$ cat config.mk
export PLATFORM = sky130hd
export DESIGN_NAME = spc_lane
export DESIGN_NICKNAME = d
export VERILOG_FILES = /design/src/rtl/spc_pkg.sv /design/src/rtl/spc_lane.sv
export SDC_FILE = /design/constraint.sdc
export NUM_CORES = 1
export LEC_CHECK = 0
export BUFFER_PORTS_ARGS = -buffer_cell sky130_fd_sc_hd__buf_2
export CORE_AREA = 5 5 42 44
export CTS_BUF_LIST = sky130_fd_sc_hd__clkbuf_2 sky130_fd_sc_hd__clkbuf_4 sky130_fd_sc_hd__clkbuf_8
export CTS_CLUSTER_DIAMETER = 200
export DETAILED_ROUTE_END_ITERATION = 8
export DIE_AREA = 0 0 47 49
export PLACE_DENSITY_LB_ADDON = 0.08
export SYNTH_ARGS = -nofsm -noshare
export SYNTH_HDL_FRONTEND = slang
export SYNTH_SLANG_ARGS = --single-unit
$ cat constraint.sdc
create_clock -name clk_i -period 4.93 [get_ports clk_i]
set_input_delay 0.986 -clock clk_i [delete_from_list [all_inputs] [get_ports clk_i]]
set_output_delay 0.986 -clock clk_i [all_outputs]
set_load 0.01 [all_outputs]
$ cat src/rtl/spc_pkg.sv
package spc_pkg;
    localparam int OCTET_W = 8;
    localparam int MAX_F   = 8;
    localparam int POS_W   = $clog2(MAX_F);

    typedef logic [OCTET_W-1:0] octet_t;
    typedef logic [POS_W-1:0]   pos_t;

    typedef struct packed {
        logic armed;
        pos_t pos;
        logic err;
    } lane_state_t;

    function automatic octet_t pattern_octet(input pos_t idx);
        octet_t v;
        case (idx)
            3'd0:    v = 8'hF1;
            3'd1:    v = 8'hE2;
            3'd2:    v = 8'hD3;
            3'd3:    v = 8'hC4;
            3'd4:    v = 8'hB5;
            3'd5:    v = 8'hA6;
            3'd6:    v = 8'h97;
            default: v = 8'h81;
        endcase
        return v;
    endfunction

    function automatic pos_t frame_wrap_mask(input logic [1:0] code);
        return pos_t'((1 << code) - 1);
    endfunction
endpackage

$ cat src/rtl/spc_lane.sv
module spc_lane
    import spc_pkg::*;
(
    input  logic       clk_i,
    input  logic       rst_ni,
    input  logic       enable_i,
    input  logic [1:0] frame_len_i,
    input  octet_t     octet_i,
    input  logic       sof_i,
    input  logic       clear_i,
    output logic       err_o
);
    lane_state_t st_d, st_q;

    pos_t   wrap_mask;
    pos_t   cur_idx;
    logic   do_check;
    logic   mismatch;

    always_comb begin
        st_d      = st_q;
        wrap_mask = frame_wrap_mask(frame_len_i);
        cur_idx   = sof_i ? '0 : (st_q.pos & wrap_mask);
        do_check  = enable_i && (sof_i || st_q.armed);
        mismatch  = do_check && (octet_i != pattern_octet(cur_idx));

        if (!enable_i) begin
            st_d.armed = 1'b0;
            st_d.pos   = '0;
            st_d.err   = 1'b0;
        end else begin
            st_d.armed = st_q.armed | sof_i;
            st_d.pos   = (cur_idx + pos_t'(1)) & wrap_mask;
            st_d.err   = (st_q.err & ~clear_i) | mismatch;
        end
    end

    always_ff @(posedge clk_i or negedge rst_ni) begin
        if (!rst_ni) begin
            st_q <= '0;
        end else begin
            st_q <= st_d;
        end
    end

    assign err_o = st_q.err;
endmodule

==> flow_summary.json <==
{
  "rsz0062_at_grt": "false",
  "p_comb_frac": 0.190,
  "ios": 16,
  "final_nets": 85,
  "start_kind": "input port",
  "finClkSkew_ns": 0.004658,
  "finalSetupViolations": 0,
  "grt_pass1_wl_microns": 1697,
  "vias_per_cell": 4.738,
  "layout_commonest_cell": "buf_2",
  "fin_crit_sh": 0.5996,
  "cell_internal_pwr_uw": 90.39,
  "cts_tree": "built",
  "drtIter0Drc": 1,
  "tns_ns": 0,
  "fillers": 155,
  "ctsLongestPathBuffers": 2,
  "switchingPower_uw": 27.74,
  "arrival_ns": 3.05,
  "hold_buffers": 0,
  "synthesis.area_sq_um": 440.4,
  "start_util": 0.3143,
  "area_growth_syn_to_layout_pct": 28.41,
  "grt_usage": 0.1025,
  "drcViolationCount": 0,
  "wl_microns": 935,
  "synthesis.nets": 65,
  "cts_root_buf": "clkbuf_4",
  "synth-seq-cells": 5,
  "status": "finished clean",
  "die_y_microns": 49,
  "cts_max_level": 1,
  "gp_congestion": 0.6212,
  "power_density_nw_per_um2": 208.9,
  "endpoint_kind": "flip-flop",
  "first_pass_iters": 3,
  "min_period_ns": 2.956,
  "ant_nets": 0,
  "clkTransAtPathRegs_ns": 0.04,
  "worst_slew_pin_slew_ns": 0.4635,
  "grt_max_degree": 7,
  "yosysSeqAreaShare": 0.2841,
  "total_leakage_power_nw": 0.2718,
  "port_buffers": 15,
  "hold_viol_final": 0,
  "antenna_found_initial": 0,
  "peakVddDrop_uv": 109.4,
  "postCtsSetupRepairBufs": 0,
  "ys_types": 26,
  "max_clock_freq_mhz": 338.3,
  "final_util": 0.4036,
  "path_class": "input port to flip-flop",
  "wl_per_cell_microns": 11.69,
  "pwr-share-clk": 0.439,
  "crit_required_ns": 5.02,
  "postSynthAreaPerCell_sq_um": 9.787,
  "cts-resized-gates": 0,
  "antenna_cells": 0,
  "cts_made_buffers": 3,
  "die-area_sq_um": 2303,
  "relSlewSlack": 0.6903,
  "seqPwrFrac": 0.371,
  "rows": 14,
  "hpwl_microns": 807.2,
  "syn_inst": 45,
  "insertion_delay_ns": 0.24,
  "holdWs_ns": 0.5007,
  "grt_pass1_vias": 394,
  "num_vias": 379,
  "switching_share": 0.2348,
  "hold_class": "flip-flop to flip-flop",
  "stdcell_area_sq_um": 565.5,
  "layout_common_cells": "buf_2, ha_1, dfrtp_1",
  "placed_area_sq_um": 535.5,
  "synth_warnings": 0,
  "final_layout_size_suffix_gt1_frac": 0.3750,
  "cts_num_sinks": 5,
  "cap_violations": 0,
  "core_area_sq_um": 1401,
  "die_x_microns": 47,
  "slew_viol_final": 0,
  "cp_max_fo": 5,
  "grt.overflow.total": 0
}
## worst paths after layout
kind	start	cells after the start	endpoint	slack, ns
max	frame_len_i[1]	10	err_o	1.97
min	st_q[4]	2	st_q[4]	0.50
max reg2reg	st_q[1]	8	err_o	2.63
min reg2reg	st_q[4]	2	st_q[4]	0.50
min in group asynchronous	rst_ni	1	st_q[2]	0.55
max in group asynchronous	rst_ni	1	st_q[4]	4.24
## power by group through the flow
stage	combinational, mW	clock (mW)	sequential, mW
2_1_floorplan	0.0109	0	0.0448
3_3_place_gp	0.0228	0	0.0445
3_5_place_dp	0.0230	0	0.0444
4_1_cts	0.0230	0.0550	0.0438
5_1_grt	0.0258	0.0580	0.0439
6_report	0.0225	0.0519	0.0438
## metal layers
layer | track usage | vias to the layer above | part of all wire
met3 | 0.02214 | 0 | 0.041
met4 | 0.06912 | 0 | 0
met2 | 0.1380 | 7 | 0.51
met1 | 0.1403 | 165 | 0.44
met5 | 0 | - | 0
li1 | - | 207 | -
## state kept, by name, summed over array words and instances, names as in the netlist
name,count
err_o,1
st_q,4
## cell usage after synthesis
cell      count  area, sq um
nand4b_4      1        23.77
xor2_1        1        8.760
o21ai_1       1        5.000
and2b_1       1        7.510
nor3_1        4        20.02
dfrtp_1       5        125.1
ha_1          5        62.56
nand4b_1      1        8.760
a31oi_1       1        6.260
nor2_1        3        11.26
a21boi_0      1        7.510
and3_2        1        7.510
nand3_1       1        5.000
inv_1         4        15.01
xnor2_1       1        8.760
o21ai_0       1        5.000
a311o_2       1        11.26
o211ai_1      1        7.510
a32oi_1       1        8.760
nor4_1        2        12.51
nor3b_1       3        22.52
mux2_4        1        15.01
o21a_1        1        7.510
and3b_2       1        10.01
nand3b_1      1        7.510
mux2i_1       1        10.01
## logic make-up after synthesis
logic type      Yosys count  synth area share
simple gates             19            0.3097
mux                       2           0.05681
xor+xnor                  2           0.03978
fa+ha+maj                 5            0.1420
flops                     5            0.2841
compound gates            8            0.1335
buf+inv                   4           0.03408
## area by class of cell
type | count | area [sq um] | share of cell area
Clock buffer | 4 | 30.03 | 0.05310
Inverter | 4 | 15.01 | 0.02655
Multi-Input combinational cell | 36 | 300.3 | 0.5310
Sequential cell | 5 | 125.1 | 0.2212
Tap cell | 16 | 20.02 | 0.03540
Timing Repair Buffer | 15 | 75.07 | 0.1327
## worst max-delay path, stage by stage
cell and delay (ns):
buf_2 0.13, nor2_1 0.07, nor3b_1 0.41, inv_1 0.16, ha_1 0.27, nor3_1 0.31, nor3b_1 0.22, a311o_2 0.13
a21boi_0 0.22, a32oi_1 0.15
## metrics by stage
stage | instances | worst slack [ns] | power, mW
4_1_cts | 80 | 1.930 | 0.1219
5_1_grt | 80 | 1.686 | 0.1277
3_5_place_dp | 76 | 1.673 | 0.06737
2_1_floorplan | 45 | 2.237 | 0.05564
3_3_place_gp | 76 | 1.669 | 0.06730
6_report | 80 | 1.974 | 0.1181
Power figures use the tool's default switching activity.
